<file path="config.mk">
export PLATFORM = sky130hd
export DESIGN_NAME = wdog_supervisor
export DESIGN_NICKNAME = d
export VERILOG_FILES = /design/src/rtl/wdog_pkg.sv /design/src/rtl/wdog_dp.sv /design/src/rtl/wdog_ctrl.sv /design/src/rtl/wdog_supervisor.sv
export SDC_FILE = /design/constraint.sdc
export NUM_CORES = 1
export LEC_CHECK = 0
export BUFFER_PORTS_ARGS = -buffer_cell sky130_fd_sc_hd__buf_2
export CAP_MARGIN = 25
export CORE_MARGIN = 2
export CORE_UTILIZATION = 50
export DETAILED_ROUTE_END_ITERATION = 7
export GPL_ROUTABILITY_DRIVEN = 0
export PLACE_DENSITY = 0.81
export SETUP_SLACK_MARGIN = 0.02
export SYNTH_ARGS = -nofsm -noshare
export SYNTH_HDL_FRONTEND = slang
export SYNTH_HIERARCHICAL = 1
export SYNTH_SLANG_ARGS = --single-unit
</file>
<file path="constraint.sdc">
create_clock -name clk -period 3.15 [get_ports clk]
set_input_delay 0.63 -clock clk [delete_from_list [all_inputs] [get_ports clk]]
set_output_delay 0.63 -clock clk [all_outputs]
set_load 0.02 [all_outputs]
</file>
<file path="src/rtl/wdog_pkg.sv">
package wdog_pkg;

  typedef enum logic [2:0] {
    ST_LONG,
    ST_CLOSED,
    ST_OPEN,
    ST_RSTP,
    ST_SUPOFF,
    ST_STBY
  } wdState_t;

  typedef enum logic [2:0] {
    WIN_LONG,
    WIN_CLOSED,
    WIN_OPEN,
    WIN_RST,
    WIN_OFF
  } winSel_t;

  // Strobes from the control FSM to the datapath
  typedef struct packed {
    winSel_t winSel;
    logic    timerClr;
    logic    bitLoad;
    logic    cntInc;
    logic    cntClr;
    logic    fsAssert;
    logic    fsRelease;
  } wdStrobe_t;

endpackage

</file>
<file path="src/rtl/wdog_dp.sv">
module wdog_dp
  import wdog_pkg::*;
#(
  parameter int LONG_WIN   = 65,
  parameter int CLOSED_WIN = 6,
  parameter int OPEN_WIN   = 10,
  parameter int RST_PULSE  = 2,
  parameter int SUPPLY_OFF = 200,
  parameter int CNT_W      = 4
) (
  input  logic             clk,
  input  logic             rstN,
  input  logic             msTick,
  input  logic             trigWr,
  input  logic             trigVal,
  input  wdStrobe_t        st,
  output logic             timerDone,
  output logic             trigValid,
  output logic [CNT_W-1:0] failCount,
  output logic             failSafeN
);

  function automatic int maxOf(input int a, input int b);
    return (a > b) ? a : b;
  endfunction

  localparam int MAX_LIM = maxOf(maxOf(maxOf(LONG_WIN, CLOSED_WIN),
                                       maxOf(OPEN_WIN, RST_PULSE)), SUPPLY_OFF);
  localparam int TW = $clog2(MAX_LIM + 1);

  logic [TW-1:0] timer;
  logic [TW-1:0] limM1;
  logic          lastBit;

  always_comb begin
    case (st.winSel)
      WIN_LONG:   limM1 = TW'(LONG_WIN - 1);
      WIN_CLOSED: limM1 = TW'(CLOSED_WIN - 1);
      WIN_OPEN:   limM1 = TW'(OPEN_WIN - 1);
      WIN_RST:    limM1 = TW'(RST_PULSE - 1);
      default:    limM1 = TW'(SUPPLY_OFF - 1);
    endcase
  end

  assign timerDone = msTick && (timer == limM1);
  assign trigValid = trigWr && (trigVal != lastBit);

  always_ff @(posedge clk or negedge rstN) begin
    if (!rstN) begin
      timer <= '0;
    end else if (st.timerClr) begin
      timer <= '0;
    end else if (msTick) begin
      timer <= timer + 1'b1;
    end
  end

  always_ff @(posedge clk or negedge rstN) begin
    if (!rstN) begin
      lastBit <= 1'b0;
    end else if (st.bitLoad) begin
      lastBit <= trigVal;
    end
  end

  always_ff @(posedge clk or negedge rstN) begin
    if (!rstN) begin
      failCount <= '0;
    end else if (st.cntClr) begin
      failCount <= '0;
    end else if (st.cntInc) begin
      failCount <= failCount + 1'b1;
    end
  end

  always_ff @(posedge clk or negedge rstN) begin
    if (!rstN) begin
      failSafeN <= 1'b1;
    end else if (st.fsAssert) begin
      failSafeN <= 1'b0;
    end else if (st.fsRelease) begin
      failSafeN <= 1'b1;
    end
  end

endmodule

</file>
<file path="src/rtl/wdog_ctrl.sv">
module wdog_ctrl
  import wdog_pkg::*;
#(
  parameter int CNT_W         = 4,
  parameter int SUPPLY_FAILS  = 8,
  parameter int STANDBY_FAILS = 15
) (
  input  logic             clk,
  input  logic             rstN,
  input  logic             eventReq,
  input  logic             timerDone,
  input  logic             trigValid,
  input  logic [CNT_W-1:0] failCount,
  output wdStrobe_t        st,
  output logic             resetN,
  output logic             supplyEn,
  output logic             forceStandby
);

  localparam logic [CNT_W-1:0] SUP_CNT  = CNT_W'(SUPPLY_FAILS);
  localparam logic [CNT_W-1:0] LAST_CNT = CNT_W'(STANDBY_FAILS - 1);

  wdState_t state;
  wdState_t nxt;
  logic     goFail;
  logic     accept;

  always_comb begin
    nxt    = state;
    st     = '0;
    goFail = 1'b0;
    accept = 1'b0;

    case (state)
      ST_LONG:   st.winSel = WIN_LONG;
      ST_CLOSED: st.winSel = WIN_CLOSED;
      ST_OPEN:   st.winSel = WIN_OPEN;
      ST_RSTP:   st.winSel = WIN_RST;
      default:   st.winSel = WIN_OFF;
    endcase

    if (eventReq) begin
      nxt         = ST_LONG;
      st.timerClr = 1'b1;
      if (state == ST_STBY) st.fsRelease = 1'b1;
    end else begin
      case (state)
        ST_LONG, ST_OPEN: begin
          if (trigValid)      accept = 1'b1;
          else if (timerDone) goFail = 1'b1;
        end
        ST_CLOSED: begin
          if (trigValid) begin
            goFail = 1'b1;
          end else if (timerDone) begin
            nxt         = ST_OPEN;
            st.timerClr = 1'b1;
          end
        end
        ST_RSTP: begin
          if (timerDone) begin
            st.timerClr = 1'b1;
            nxt = (failCount == SUP_CNT) ? ST_SUPOFF : ST_LONG;
          end
        end
        ST_SUPOFF: begin
          if (timerDone) begin
            st.timerClr = 1'b1;
            nxt         = ST_LONG;
          end
        end
        ST_STBY: nxt = ST_STBY;
        default: nxt = ST_LONG;
      endcase

      if (accept) begin
        nxt          = ST_CLOSED;
        st.timerClr  = 1'b1;
        st.bitLoad   = 1'b1;
        st.cntClr    = 1'b1;
        st.fsRelease = 1'b1;
      end

      if (goFail) begin
        st.timerClr = 1'b1;
        st.fsAssert = 1'b1;
        st.bitLoad  = (state == ST_CLOSED);
        if (failCount == LAST_CNT) begin
          nxt       = ST_STBY;
          st.cntClr = 1'b1;
        end else begin
          nxt       = ST_RSTP;
          st.cntInc = 1'b1;
        end
      end
    end
  end

  always_ff @(posedge clk or negedge rstN) begin
    if (!rstN) state <= ST_LONG;
    else       state <= nxt;
  end

  assign resetN       = !(state == ST_RSTP || state == ST_SUPOFF || state == ST_STBY);
  assign supplyEn     = !(state == ST_SUPOFF || state == ST_STBY);
  assign forceStandby = (state == ST_STBY);

endmodule

</file>
<file path="src/rtl/wdog_supervisor.sv">
module wdog_supervisor
  import wdog_pkg::*;
#(
  parameter int LONG_WIN      = 65,
  parameter int CLOSED_WIN    = 6,
  parameter int OPEN_WIN      = 10,
  parameter int RST_PULSE     = 2,
  parameter int SUPPLY_OFF    = 200,
  parameter int SUPPLY_FAILS  = 8,
  parameter int STANDBY_FAILS = 15
) (
  input  logic       clk,
  input  logic       rstN,
  input  logic       msTick,
  input  logic       trigWr,
  input  logic       trigVal,
  input  logic       eventReq,
  output logic       resetN,
  output logic       failSafeN,
  output logic       supplyEn,
  output logic       forceStandby,
  output logic       outDisable,
  output logic [3:0] failCount
);

  localparam int CNT_W = 4;

  wdStrobe_t st;
  logic      timerDone;
  logic      trigValid;

  wdog_ctrl #(
    .CNT_W        (CNT_W),
    .SUPPLY_FAILS (SUPPLY_FAILS),
    .STANDBY_FAILS(STANDBY_FAILS)
  ) u_ctrl (
    .clk         (clk),
    .rstN        (rstN),
    .eventReq    (eventReq),
    .timerDone   (timerDone),
    .trigValid   (trigValid),
    .failCount   (failCount),
    .st          (st),
    .resetN      (resetN),
    .supplyEn    (supplyEn),
    .forceStandby(forceStandby)
  );

  wdog_dp #(
    .LONG_WIN  (LONG_WIN),
    .CLOSED_WIN(CLOSED_WIN),
    .OPEN_WIN  (OPEN_WIN),
    .RST_PULSE (RST_PULSE),
    .SUPPLY_OFF(SUPPLY_OFF),
    .CNT_W     (CNT_W)
  ) u_dp (
    .clk      (clk),
    .rstN     (rstN),
    .msTick   (msTick),
    .trigWr   (trigWr),
    .trigVal  (trigVal),
    .st       (st),
    .timerDone(timerDone),
    .trigValid(trigValid),
    .failCount(failCount),
    .failSafeN(failSafeN)
  );

  assign outDisable = !failSafeN || !resetN;

endmodule

</file>
Yosys cells after proc, flatten, opt, wreduce, memory -nomap -nowiden. Cells that the tools add are included.

Bits of input ports: 6. Register bits after elaboration: 17.

Equality and inequality tests: 17. Multiplexer cells: 35. Reduce and logical (&&, ||, !) cells: 17. $add $sub $neg: 2.

Operators with widths (count): $pmux 8 s4 (1); $mux 3 (9); $ne 5x3->1 const B (4); $mux 8 (2); $pmux 3 s5 (1); $mux 1 (14); $eq 3x2->1 const B (4); $mux 4 (3); $pmux 3 s4 (1); $add 8x1->8 const B (1); $eq 4x4->1 const B (2); $eq 8x8->1 (1); $eq 3x1->1 const B (2); $eq 3x3->1 const B (2); $logic_not 3->1 (2); $reduce_bool 2->1 (3); $mux 5 (1); $reduce_and 5->1 (1); $add 4x1->4 const B (1); $logic_or 1x1->1 (4); $ne 4x2->1 const B (1); $pmux 1 s2 (2); $reduce_or 2->1 (2); $logic_not 1->1 (3); 3 further kinds (4).

Longest topological paths before layout. Gate-level depths: netlist (run 1).

Depth after elaboration: 14. Mapped depth: 12. Gate-level depth less buffers: 12.

Modules after synthesis. Netlist (run 1), hierarchy kept.

By module, submodules not included: wdog_dp (instances 1, sequential area each 351.6 µm², cells an instance 73, area each 719.4 µm²); wdog_ctrl (instances 1, sequential area each 75.1 µm², cells an instance 53, area each 367.9 µm²); wdog_supervisor (instances 1, sequential area each 0.0 µm², cells an instance 1, area each 3.8 µm²).

Least setup slack after synthesis (run 1). No wires, ideal clock.

Path type: register -> register. Start: reg u_ctrl.state[2]. End: reg u_dp.timer[7]. Library setup time: 77 ps. Path buffers: 2. Cell stages (with the launch flop): 12. Path slack: 200 ps. Data required time: 3073 ps. Arrival time: 2872 ps. Cell sequence: dfrtp_1 buf_2 nor2b_1 a41oi_1 a221oi_1 nand2b_1 o21ai_0 a211o_1 buf_2 o211ai_1 or4_1 a21oi_1.

RTL lines: start, declared (RTL line wdog_ctrl.sv:23) `wdState_t state;`; start signal, assigned (RTL line wdog_ctrl.sv:101) `else state <= nxt;`; end signal, assigned (RTL line wdog_dp.sv:54) `timer <= timer + 1'b1;`; end, declared (RTL line wdog_dp.sv:31) `logic [TW-1:0] timer;`.

==> results of run 1 <==
placed cells by master (no fill, tap or decap), types with 2 or more instances in the layout:
cell and instances:
and2_1 3, nor2b_1 2, buf_2 14, clkbuf_4 3
nand4_1 3, nor2b_2 2, dfrtp_1 15, inv_1 3
nor3_1 2, xor2_1 6, o21ai_1 2, nand2b_1 2
xnor2_1 2, ha_1 2, a21oi_1 8, nand2_1 8
o21ai_0 4, o2bb2ai_1 2, nor2_1 23, mux2i_1 2
buf_4 2, or3_1 2
state kept, by name (all words and copies together) (netlist names):
| register | count |
|---|---|
| u_dp/timer | 8 |
| u_dp/failSafeN | 1 |
| u_ctrl/state | 3 |
| u_dp/lastBit | 1 |
| u_dp/failCount | 4 |
how the worst max path moves through the flow:
stage / slack [ns] / startpoint / to
after floorplan: 0.20 / u_ctrl/state[2]$_DFFE_PN0P_ / u_dp/timer[7]$_DFFE_PN0P_
after global placement: 0.45 / u_ctrl/state[0]$_DFFE_PN0P_ / u_dp/failCount[3]$_DFFE_PN0P_
after detailed placement: 0.25 / u_ctrl/state[2]$_DFFE_PN0P_ / u_dp/failCount[3]$_DFFE_PN0P_
after CTS: 0.22 / u_ctrl/state[0]$_DFFE_PN0P_ / u_dp/failCount[3]$_DFFE_PN0P_
after global routing: 0.09 / u_ctrl/state[0]$_DFFE_PN0P_ / u_dp/timer[7]$_DFFE_PN0P_
final: 0.35 / u_ctrl/state[0]$_DFFE_PN0P_ / u_dp/timer[7]$_DFFE_PN0P_
through the flow:
step                      std cells  setup WS (ns)  total power [mW]   util
after floorplan                 127          0.200             0.430      -
after global placement          164          0.450             0.476  0.589
after detailed placement        164          0.249             0.486  0.589
after CTS                       168          0.225             0.605  0.603
after global routing            168         0.0866             0.644  0.607
final                           168          0.346             0.600  0.607
final cells by class:
type                    count  area (um2)
clock inverters             1        5.00
fillers                   180         787
inverters                   4        15.0
flip-flops and latches     17         428
well taps                  27        33.8
multi-input cells         100         626
clock buffers               3        22.5
repair buffers             16        85.1
per-layer routing:
| layer | up-vias | track usage | share of wire |
|---|---|---|---|
| met5 | - | 0 | 0 |
| met4 | 0 | 0.0495 | 0.0035 |
| met3 | 2 | 0.0208 | 0.048 |
| li1 | 478 | - | - |
| met2 | 29 | 0.357 | 0.48 |
| met1 | 474 | 0.266 | 0.47 |
cells by family after synthesis:
logic type,share of synthesized area
muxes,0.0390
AOI/OAI and AO/OA,0.175
buffers and inverters,0.0424
and+or+nand+nor,0.265
DFF,0.391
xor gates and xnor gates,0.0642
adders and majority gates,0.0229
power breakdown:
group	total (mW)	switching [mW]	leakage, nW	internal [mW]
Sequential	0.288	0.0405	0.228	0.248
Clock	0.116	0.0689	0.0177	0.0471
Combinational	0.196	0.115	0.288	0.0807
Total	0.600	0.225	0.533	0.376
what timing repair did:
action | 4_1_cts | 5_1_grt
endpoints found under the hold margin | 0 | 0
endpoints found under the setup margin | 0 | 4
setup buffers | 0 | 0
resized for setup | 0 | 3
==> impl_metrics.json, run 1 <==
{
  "worstReg2RegStart": "u_ctrl/state[0]$_DFFE_PN0P_",
  "worstReg2RegEnd": "u_dp/timer[7]$_DFFE_PN0P_",
  "yosysMostFrequentCell": "nor2_1",
  "synth_nets": 135,
  "final_area_mm2": 0.00121,
  "grtUsageTotal": 0.203,
  "crit_type": "register to register",
  "synth-edff-count": 0,
  "peakVddDrop_uv": 324,
  "start_util": 0.545,
  "grt_pass1_wl_mm": 4.08,
  "grt_max_degree": 18,
  "wirelength_mm": 2.29,
  "status": "complete, no violations",
  "core_mm2": 0.00200,
  "dpl_cell_area_mm2": 0.00118,
  "crit_path_max_incr_delay_ns": 0.50,
  "grt_pass1_vias": 906,
  "period_needed_ns": 2.80,
  "firstDrtPassIters": 4,
  "drv_slew": 0,
  "yosysTopAreaCellShare": 0.367,
  "rsz0062_at_grt": "false",
  "synth_top_area_cell": "dfrtp_1",
  "ys_seq_elements": 17,
  "num_rows": 16,
  "setup_viol": 0,
  "drc": 0,
  "layout.nets": 150,
  "hold_path_class": "input pin to async pin",
  "yosysWarnings": 6,
  "clock_path_buffers": 2,
  "vias_per_cell": 5.85,
  "crit_path_start_kind": "register",
  "power.density_mw_per_mm2": 494,
  "die_h_um": 50.7,
  "cp.arrival_ns": 3.02,
  "r2r.worst_path.cells": 11,
  "num_antenna_cells": 0,
  "synthFlopType": "dfrtp_1",
  "drive_gt1_frac": 0.206,
  "h-tree-depth": 1,
  "critPathMaxFanout": 12,
  "path_cells": "nor2b_2, nor4_1, o21ai_1, a221oi_1, buf_4, nand2b_1, o21ai_0, a211o_1, o211ai_1, or4_1, a21oi_1",
  "synth.distinct_cells": 48,
  "crit_buf_inv": 1,
  "finalSetupTns_ns": 0,
  "finalHoldViolCount": 0,
  "critPathTopFamily": "simple AND/OR/NAND/NOR gates",
  "cts_root_buffer": "clkbuf_4",
  "ys_seq_area_frac": 0.391,
  "hpwl_mm": 1.64,
  "numCtsBuffers": 3,
  "cts_num_sinks": 17,
  "clk_pin_slew_ns": 0.11,
  "overflow": 0,
  "grt_antenna_before_repair": 0,
  "async_flop_share": 1.00,
  "pin_count": 15,
  "synthCells": 127,
  "finClkSkew_ns": 0.00732,
  "synthTopCellsByCount": "23 x nor2_1, 16 x dfrtp_1, 8 x a21oi_1, 8 x nand2_1, 6 x xor2_1",
  "via_count": 983,
  "cp.depth": 11,
  "worst_slew_pin_slew_ns": 0.390,
  "portBuffers": 14,
  "required_ns": 3.36,
  "holdWs_ns": 0.247,
  "die_area_mm2": 0.00257,
  "drv_cap": 0,
  "area_growth_pct": 11.4,
  "synthTopCellsByArea": "dfrtp_1 37%, nor2_1 7.9%, xor2_1 4.8%",
  "syn_area_mm2": 0.00109,
  "synth.avg_cell_area_um2": 8.59,
  "wire_per_inst_um": 13.6,
  "slew-limit-headroom": 0.740,
  "postCtsHoldBufs": 0,
  "period_share": 0.890,
  "cts_tree": "built",
  "leakagePower_nw": 0.533,
  "crit_slowest_cell": "dfrtp_1",
  "final_antenna_net_count": 0,
  "fmax_mhz": 357,
  "critPathCaptureType": "register",
  "drt_iter0_markers": 19,
  "ff2ff_setup_slack_ns": 0.35,
  "clk_latency_ns": 0.29,
  "die_w_um": 50.7
}
Note: power is estimated with default switching activity, not from simulation.
==> run 2, diff against run 1 <==
--- a/config.mk
+++ b/config.mk
@@ -5,10 +5,11 @@
 export SDC_FILE = /design/constraint.sdc
 export NUM_CORES = 1
 export LEC_CHECK = 0
+export ABC_AREA = 1
 export BUFFER_PORTS_ARGS = -buffer_cell sky130_fd_sc_hd__buf_2
 export CAP_MARGIN = 25
 export CORE_MARGIN = 2
-export CORE_UTILIZATION = 50
+export CORE_UTILIZATION = 51
 export DETAILED_ROUTE_END_ITERATION = 7
 export GPL_ROUTABILITY_DRIVEN = 0
 export PLACE_DENSITY = 0.81
==> impl_metrics.json, run 2 <==
{
  "status": "complete, no violations",
  "dr_wl_met3_um": 117,
  "portBuffers": 14,
  "multiInputGateArea_um2": 667,
  "numCtsBuffers": 3,
  "crit_type": "register to register",
  "clk_latency_ns": 0.29,
  "final_area_mm2": 0.00134,
  "vias_per_cell": 5.20,
  "finClkSkew_ns": 0.00645,
  "crit_path_max_incr_delay_ns": 0.51,
  "fin_util": 0.601,
  "peakVddDrop_uv": 299,
  "hold_path_class": "input pin to async pin",
  "yosysTopAreaCellShare": 0.328,
  "rsz0062_at_grt": "false",
  "drt-met1-wl_mm": 1.24,
  "wl_met2_mm": 1.26,
  "ys_seq_elements": 17,
  "wirelength_mm": 2.64,
  "path_cells": "nor2_1, inv_1, nand3_1, nand2_1, a21oi_1, nor2_1, inv_1, nor2_1, nand2_2, nand3_2, nor2_2, nand2_1, nor2_4, nor2_4, nand2_1, nor2_1, nor3_1",
  "cts_num_sinks": 17,
  "final_antenna_net_count": 0,
  "die_w_um": 53.0,
  "num_rows": 17,
  "cp.arrival_ns": 2.74,
  "regArea_um2": 427,
  "cts_tree": "built",
  "ff2ff_setup_slack_ns": 0.62,
  "start_util": 0.547,
  "layout.nets": 203,
  "drc": 0,
  "worstReg2RegStart": "u_ctrl/state[2]$_DFFE_PN0P_",
  "synthTopCellsByCount": "42 x nand2_1, 27 x nor2_1, 24 x inv_1",
  "worst_slew_pin_slew_ns": 0.390,
  "fillCellCount": 221,
  "clk_pin_slew_ns": 0.11,
  "hpwl_mm": 2.09,
  "yosysMostFrequentCell": "nand2_1",
  "synth_nets": 186,
  "required_ns": 3.36,
  "finalHoldViolCount": 0,
  "drv_cap": 0,
  "final_cell_mix": "42 x nand2_1, 27 x nor2_1, 24 x inv_1, 16 x dfrtp_1",
  "die_h_um": 53.0,
  "crit_buf_inv": 2,
  "clock_path_buffers": 2,
  "synth_top_area_cell": "dfrtp_1",
  "top_layer": "met4",
  "reg_top3": "u_dp/timer (8), u_dp/failCount (4), u_ctrl/state (3)",
  "critPathMaxFanout": 10,
  "regMostFlops": "u_dp/timer",
  "grtUsageTotal": 0.220,
  "synthFlopType": "dfrtp_1",
  "grt_antenna_before_repair": 0,
  "slew-limit-headroom": 0.740,
  "drv_slew": 0,
  "critPathCaptureType": "register",
  "grt_max_degree": 18,
  "period_needed_ns": 2.53,
  "overflow": 0,
  "critical_path.most_common_cell": "nor2_1",
  "syn_area_mm2": 0.00122,
  "grt_pass1_vias": 1056,
  "area_growth_pct": 9.83,
  "worstReg2RegEnd": "u_dp/timer[5]$_DFFE_PN0P_",
  "core_mm2": 0.00223,
  "async_flop_share": 1.00,
  "pin_count": 15,
  "finalSetupTns_ns": 0,
  "h-tree-depth": 1,
  "largest_reg_flops": 8,
  "power.density_mw_per_mm2": 503,
  "ys_seq_area_frac": 0.349,
  "yosysWarnings": 6,
  "synth.avg_cell_area_um2": 6.87,
  "cts_setup_buffers": 0,
  "cts_root_buffer": "clkbuf_4",
  "period_share": 0.803,
  "critPathTopFamily": "simple AND/OR/NAND/NOR gates",
  "drt_iter0_markers": 57,
  "synth.distinct_cells": 28,
  "firstDrtPassIters": 4,
  "r2r.worst_path.cells": 17,
  "wire_per_inst_um": 11.9,
  "setup_viol": 0,
  "num_antenna_cells": 0,
  "synth-edff-count": 0,
  "grt_pass1_wl_mm": 4.53,
  "fmax_mhz": 395,
  "drive_gt1_frac": 0.227,
  "crit_path_start_kind": "register",
  "layout_commonest_cell": "nand2_1",
  "postCtsHoldBufs": 0,
  "dpl_cell_area_mm2": 0.00131,
  "die_area_mm2": 0.00280,
  "crit_slowest_cell": "dfrtp_1",
  "synthTopCellsByArea": "dfrtp_1 33%, nand2_1 13%, nor2_1 8.3%",
  "synthCells": 178,
  "via_count": 1154,
  "leakagePower_nw": 0.737,
  "post_cts_resized": 0
}
-- run 2: changes by cell type after synthesis, moves of 4 or more --
cell     delta
xor2_1      -6
nand2_1    +34
nand3_1    +13
buf_2       -4
nor2_1      +4
inv_1      +21
nand2_2     +4
-- run 2: layout make-up --
class	instances	area share
Clock buffer	3	0.0168
Clock inverter	1	0.00559
Inverter	30	0.0848
Multi-Input combinational cell	129	0.497
Sequential cell	17	0.318
Tap cell	28	0.0261
Timing Repair Buffer	14	0.0522
-- run 2: worst register-to-register path: cells and delay by family, from the launching register on --
| kind | cells | cell delay [ns] |
|---|---|---|
| flops | 1 | 0.51 |
| simple gates | 14 | 1.61 |
| compound gates | 1 | 0.15 |
| buf+inv | 2 | 0.19 |
-- run 2: metal layers --
| layer | track usage | vias to the layer above |
|---|---|---|
| li1 | - | 600 |
| met4 | 0.0812 | 0 |
| met3 | 0.0395 | 4 |
| met1 | 0.300 | 523 |
| met2 | 0.346 | 27 |
| met5 | 0 | - |
-- run 2: worst max path at each step --
stage	startpoint	end	cells past startpoint
global placement	msTick	u_dp/failCount[3]$_DFFE_PN0P_	16
CTS	u_ctrl/state[2]$_DFFE_PN0P_	u_dp/timer[5]$_DFFE_PN0P_	17
global route	u_ctrl/state[2]$_DFFE_PN0P_	u_dp/failCount[3]$_DFFE_PN0P_	18
detailed placement	u_ctrl/state[2]$_DFFE_PN0P_	u_dp/timer[5]$_DFFE_PN0P_	17
finish	u_ctrl/state[2]$_DFFE_PN0P_	u_dp/timer[5]$_DFFE_PN0P_	17
floorplan	u_ctrl/state[2]$_DFFE_PN0P_	u_dp/timer[3]$_DFFE_PN0P_	17
-- run 2: power by group --
group / internal (mW) / total [mW] / switching, mW
combinational: 0.0851 / 0.259 / 0.174
clock: 0.0482 / 0.121 / 0.0730
sequential: 0.256 / 0.295 / 0.0390
total: 0.390 / 0.675 / 0.286
-- run 2: cells by family after synthesis --
| logic type | after synthesis | share of synthesized area |
|---|---|---|
| mux | 1 | 0.00921 |
| fa+ha+maj | 2 | 0.0205 |
| simple gates | 107 | 0.428 |
| compound gates | 19 | 0.0880 |
| flops | 17 | 0.349 |
| buf+inv | 32 | 0.105 |
-- run 2: per-stage QoR --
step	power, mW	hold WS (ns)	worst slack [ns]	std cells
6_report	0.675	0.240	0.620	222
5_1_grt	0.729	0.250	0.342	222
4_1_cts	0.681	0.246	0.610	222
3_5_place_dp	0.557	0.486	0.630	218
3_3_place_gp	0.546	0.480	0.752	218
2_1_floorplan	0.484	0.334	0.990	178
